<file path="src/rtl/pw_pkg.sv">
package pw_pkg;

    // leaf / root entry bit positions
    localparam int PTE_PRESENT = 0;
    localparam int PTE_WR_OK   = 1;
    localparam int PTE_ACCESS  = 2;
    localparam int PTE_DIRTY   = 3;

    typedef enum logic [2:0] {
        ST_IDLE   = 3'd0,
        ST_RD_L1  = 3'd1,
        ST_RD_L2  = 3'd2,
        ST_UPDATE = 3'd3,
        ST_DONE   = 3'd4
    } walk_st_e;

endpackage

</file>
<file path="src/rtl/pw_entry_addr.sv">
module pw_entry_addr #(
    parameter int PPN_W = 20,
    parameter int IDX_W = 10,
    parameter int OFF_W = 12
) (
    input  logic [PPN_W-1:0]       table_ppn,
    input  logic [IDX_W-1:0]       index,
    output logic [PPN_W+OFF_W-1:0] entry_addr
);
    localparam int PAD_W = OFF_W - IDX_W;

    assign entry_addr = {table_ppn, index, {PAD_W{1'b0}}};

endmodule

</file>
<file path="src/rtl/pw_leaf_eval.sv">
module pw_leaf_eval
    import pw_pkg::*;
#(
    parameter int PTE_W = 32
) (
    input  logic [PTE_W-1:0] pte,
    input  logic             is_write,
    output logic             present,
    output logic             perm_ok,
    output logic             need_update,
    output logic [PTE_W-1:0] pte_upd
);
    always_comb begin
        present     = pte[PTE_PRESENT];
        perm_ok     = !is_write || pte[PTE_WR_OK];
        need_update = !pte[PTE_ACCESS] || (is_write && !pte[PTE_DIRTY]);
        pte_upd     = pte;
        pte_upd[PTE_ACCESS] = 1'b1;
        if (is_write) begin
            pte_upd[PTE_DIRTY] = 1'b1;
        end
    end

endmodule

</file>
<file path="src/rtl/pw_walker.sv">
module pw_walker
    import pw_pkg::*;
#(
    parameter int VA_W  = 32,
    parameter int PPN_W = 20,
    parameter int IDX_W = 10
) (
    input  logic              clk,
    input  logic              rst_n,
    input  logic              req_valid,
    input  logic [VA_W-1:0]   req_vaddr,
    input  logic              req_write,
    input  logic [PPN_W-1:0]  root_ppn,
    output logic              mem_req,
    output logic              mem_we,
    output logic [VA_W-1:0]   mem_addr,
    output logic [VA_W-1:0]   mem_wdata,
    input  logic              mem_ack,
    input  logic [VA_W-1:0]   mem_rdata,
    output logic              done,
    output logic [VA_W-1:0]   pa,
    output logic [VA_W-PPN_W-1:0] rights,
    output logic              fault_np,
    output logic              fault_prot
);
    localparam int OFF_W  = VA_W - PPN_W;
    localparam int L1_LSB = OFF_W + IDX_W;
    localparam int L2_LSB = OFF_W;

    typedef struct packed {
        walk_st_e          st;
        logic [VA_W-1:0]   va;
        logic              wr;
        logic [PPN_W-1:0]  root;
        logic [PPN_W-1:0]  l2_ppn;
        logic [VA_W-1:0]   leaf;
        logic [VA_W-1:0]   pa;
        logic [OFF_W-1:0]  rights;
        logic              f_np;
        logic              f_prot;
    } walk_regs_t;

    walk_regs_t q, d;

    logic [VA_W-1:0] l1_addr;
    logic [VA_W-1:0] l2_addr;
    logic            leaf_present;
    logic            leaf_perm_ok;
    logic            leaf_need_upd;
    logic [VA_W-1:0] leaf_upd;

    pw_entry_addr #(.PPN_W(PPN_W), .IDX_W(IDX_W), .OFF_W(OFF_W)) i_l1_addr (
        .table_ppn (q.root),
        .index     (q.va[L1_LSB +: IDX_W]),
        .entry_addr(l1_addr)
    );

    pw_entry_addr #(.PPN_W(PPN_W), .IDX_W(IDX_W), .OFF_W(OFF_W)) i_l2_addr (
        .table_ppn (q.l2_ppn),
        .index     (q.va[L2_LSB +: IDX_W]),
        .entry_addr(l2_addr)
    );

    pw_leaf_eval #(.PTE_W(VA_W)) i_leaf_eval (
        .pte        (mem_rdata),
        .is_write   (q.wr),
        .present    (leaf_present),
        .perm_ok    (leaf_perm_ok),
        .need_update(leaf_need_upd),
        .pte_upd    (leaf_upd)
    );

    always_comb begin
        d = q;
        unique case (q.st)
            ST_IDLE: begin
                if (req_valid) begin
                    d.va   = req_vaddr;
                    d.wr   = req_write;
                    d.root = root_ppn;
                    d.st   = ST_RD_L1;
                end
            end
            ST_RD_L1: begin
                if (mem_ack) begin
                    if (!mem_rdata[PTE_PRESENT]) begin
                        d.f_np   = 1'b1;
                        d.f_prot = 1'b0;
                        d.pa     = '0;
                        d.rights = '0;
                        d.st     = ST_DONE;
                    end else begin
                        d.l2_ppn = mem_rdata[VA_W-1:OFF_W];
                        d.st     = ST_RD_L2;
                    end
                end
            end
            ST_RD_L2: begin
                if (mem_ack) begin
                    d.leaf = leaf_upd;
                    if (!leaf_present || !leaf_perm_ok) begin
                        d.f_np   = !leaf_present;
                        d.f_prot = leaf_present;
                        d.pa     = '0;
                        d.rights = '0;
                        d.st     = ST_DONE;
                    end else if (leaf_need_upd) begin
                        d.st     = ST_UPDATE;
                    end else begin
                        d.f_np   = 1'b0;
                        d.f_prot = 1'b0;
                        d.pa     = {leaf_upd[VA_W-1:OFF_W], q.va[OFF_W-1:0]};
                        d.rights = leaf_upd[OFF_W-1:0];
                        d.st     = ST_DONE;
                    end
                end
            end
            ST_UPDATE: begin
                if (mem_ack) begin
                    d.f_np   = 1'b0;
                    d.f_prot = 1'b0;
                    d.pa     = {q.leaf[VA_W-1:OFF_W], q.va[OFF_W-1:0]};
                    d.rights = q.leaf[OFF_W-1:0];
                    d.st     = ST_DONE;
                end
            end
            ST_DONE: begin
                d.st = ST_IDLE;
            end
            default: begin
                d.st = ST_IDLE;
            end
        endcase
    end

    always_ff @(posedge clk or negedge rst_n) begin
        if (!rst_n) begin
            q <= '0;
        end else begin
            q <= d;
        end
    end

    always_comb begin
        mem_req   = (q.st == ST_RD_L1) || (q.st == ST_RD_L2) || (q.st == ST_UPDATE);
        mem_we    = (q.st == ST_UPDATE);
        mem_addr  = (q.st == ST_RD_L1) ? l1_addr : l2_addr;
        mem_wdata = (q.st == ST_UPDATE) ? q.leaf : '0;
    end

    assign done       = (q.st == ST_DONE);
    assign pa         = q.pa;
    assign rights     = q.rights;
    assign fault_np   = q.f_np;
    assign fault_prot = q.f_prot;

endmodule

</file>
<file path="config.mk">
export PLATFORM = sky130hd
export DESIGN_NAME = pw_walker
export DESIGN_NICKNAME = d
export VERILOG_FILES = /design/src/rtl/pw_pkg.sv /design/src/rtl/pw_entry_addr.sv /design/src/rtl/pw_leaf_eval.sv /design/src/rtl/pw_walker.sv
export SDC_FILE = /design/constraint.sdc
export NUM_CORES = 1
export LEC_CHECK = 0
export ABC_AREA = 1
export BUFFER_PORTS_ARGS = -buffer_cell sky130_fd_sc_hd__buf_2
export CAP_MARGIN = 30
export CORE_UTILIZATION = 40
export DETAILED_ROUTE_END_ITERATION = 10
export HOLD_SLACK_MARGIN = 0.06
export PLACE_DENSITY_LB_ADDON = 0.12
export SETUP_SLACK_MARGIN = 0.5
export SLEW_MARGIN = 20
export SYNTH_ARGS = -nofsm -noshare
export SYNTH_HDL_FRONTEND = slang
export SYNTH_SLANG_ARGS = --single-unit
export TNS_END_PERCENT = 20
</file>
<file path="constraint.sdc">
create_clock -name clk -period 1.82 [get_ports clk]
set_clock_uncertainty 0.2 [all_clocks]
set_input_delay 0.364 -clock clk [delete_from_list [all_inputs] [get_ports clk]]
set_output_delay 0.364 -clock clk [all_outputs]
set_load 0.01 [all_outputs]
</file>
==> results.md <==
* Critical Path RT at approximately 1.3 ns
* Pwr dens at roughly 1500 nW/µm²
* Die X at between 100 and 150 µm
* Core area at 18100 µm²
* CTS clk-pin slew, worst paths at roughly 0.060 ns
* Worst hold path type: primary input to flop
* Worst ir drop on vdd at about 0.94 mV
* Fin util at 0.601
* Port Buf Inserts at 199
* # H-tree levels at 4
* Max cap viols at 0
* Final Slew Violations at 0
* Clock latency at the later pin of the worst-skew pair at ~0.42 ns
* Syn Inst Count at about 900
* Netlist cell types at 20
* Fin nets at around 1200
* Met3 Track Usage GR at 0.0499
* Critical Path AT at 1.63 ns
* Sink Count at 154
* Num CTS Buffers at 17
* DRC viols at 30
* Largest net degree at the start of global routing at 50
* Gr busiest metal: met2
* Antenna violations before repair at 1
* Critical Path Sink Type: output pin
* #FFs+latches synth at about 150
* Final setup TNS at -21.69 ns
* Setup-failing EPs final at between 60 and 70
* Die Area at 19200 µm²
* HPWL Detailed at 13800 µm
* Final ANT Viol Nets at 0
* Drt via density at approximately 4.8
* Critical path type: flop to output pin
* Critical-path maximum fanout at 7
* Final Hold Slack at approximately 0.085 ns
* Placer Congestion at ~0.83
* TritonCTS clock tree: done
* GRT Util Overall at 0.231
* GR Overflow Total at 0
* Area Overhead vs Synth at 45.8%
* Io pins at 202
* Die Ht at ~140 µm
* Rows at approximately 50
* Starting Density at 0.412
* Number of hold violations in the final report at 0
* Final Critical Period at approximately 2.2 ns
* TritonRoute pass-1 iters at 8
* Seq/Total Area, Yosys at 0.517
* Final Cycle Share at 1.20
* Met2 usage at 0.357
* Max Clock Freq at roughly 460 MHz
* Initial DRC Count at approximately 360
* Placed Area at 8690 µm²
* CTS root buffer: clkbuf_16
* Final WS setup at -0.373 ns
* Ys Warns at 0
* Mapped Area at between 7000 and 8000 µm²
* Vias in the first global route at approximately 6600
* RSZ-0062 raised after global routing: true
* Status: complete, but fails checks
* Failing checks: design-rule violations, negative setup slack
* LEAKAGE at ~6 nW
* Total wire length at 21800 µm
* Avg Inst Size Synth at 8.47 µm²
* Wire length per cell at ~16 µm
* Design Area, Final at around 11000 µm²
* Via count at approximately 6600
* Share of layout cells above drive strength 1 at 0.372
* Startpoint Class: flop
* Clk buf depth at 2
* Met1 usage at 0.323
* Design Power at roughly 17 mW
* First-pass GRT wire length at 34700 µm
## where the power goes
| group | internal (mW) | switching, mW | leakage (nW) |
|---|---|---|---|
| clock network | 2.23 | 1.42 | 0.289 |
| logic | 3.43 | 3.98 | 3.74 |
| registers | 4.73 | 0.881 | 1.95 |
| total | 10.4 | 6.29 | 5.97 |
## through the flow
| stage | setup slack, ns | instances |
|---|---|---|
| final | -0.373 | 1377 |
| after global routing | -0.459 | 1377 |
| after CTS | -0.377 | 1372 |
| after detailed placement | -0.0528 | 1250 |
| after global placement | -0.00501 | 1250 |
| after floorplan | 0.180 | 881 |
## critical path, cell delays in order, from the launching register on
cell,delay [ns]
dfrtp_1,0.38
inv_2,0.08
nand2_4,0.07
nor2_4,0.15
buf_4,0.16
buf_16,0.12
nand2_1,0.07
inv_1,0.06
buf_2,0.13
## area by class of cell
type	count	area [µm²]
clock buffer	21	460
antenna	1	2.50
fill	1556	7210
tap	229	287
inverter	65	256
sequential	154	3850
timing repair buffer	331	2770
clock inverter	11	145
multi-input combinational	565	3100
## logic make-up (layout without fill, tap and decap cells)
kind of cell,count (synthesis),in the layout,share of synthesized area
muxes,53,53,0.0800
and+or+nand+nor,419,419,0.229
DFF,154,154,0.517
AOI/OAI and AO/OA,91,91,0.0614
buffers and inverters,162,428,0.112
other,1,3,0.000503
## state kept, by name (all words and copies together) (netlist names)
register / cells
q: 108
pa: 32
rights: 12
fault_np: 1
fault_prot: 1
## Yosys cell counts
cell	instances	area, µm²
o211ai_1	1	7.51
clkbuf_1	27	101
or2_2	1	6.26
nor3_1	2	10.0
nand2_2	1	6.26
buf_2	20	100
inv_1	62	233
nand2_1	313	1170
nand4_1	2	12.5
buf_4	46	345
buf_6	4	45.0
dfrtp_1	154	3850
nand3_1	88	440
o21ai_0	89	445
nor2_1	10	37.5
conb_1	1	3.75
mux2_2	53	597
a21oi_1	1	5.00
nand3_2	2	20.0
inv_2	3	11.3
## layer usage
layer / vias up / part of all wire
met5: - / 0
met4: 0 / 0.015
met3: 21 / 0.058
met2: 208 / 0.46
met1: 3078 / 0.47
li1: 3274 / -
## cell usage in the layout, fill, tap and decap left out, types with 7 or more instances in the layout
cell type,Yosys,layout
inv_2,3,25
buf_2,20,165
nand2_4,0,29
dlygate4sd3_1,0,77
buf_6,4,40
nand2_1,313,265
dfrtp_1,154,153
mux2_2,53,53
nand3_1,88,86
o21ai_0,89,82
nand2_2,1,20
buf_12,0,20
buf_4,46,22
clkbuf_16,0,20
inv_1,62,37
o21ai_1,0,7
## final timing paths
path | startpoint | endpoint | slack (ns) | cells past startpoint
worst max-delay path | q[153] | mem_wdata[23] | -0.37 | 8
worst min register to register | rights[4] | rights[4] | 0.27 | 2
max in group asynchronous | rst_n | q[78] | 0.64 | 3
worst min-delay path | mem_rdata[27] | q[73] | 0.08 | 3
worst max register to register | q[152] | pa[7] | 0.02 | 11
min in group asynchronous | rst_n | pa[25] | 0.19 | 2
## timing repair
action,in CTS,in global routing
resized for setup,90,82
hold endpoints to repair,240,0
pin swaps,5,15
cloned,3,3
endpoints found under the setup margin,265,265
buffers inserted,10,1
hold buffers,77,0
(Power assumes the default switching activity.)
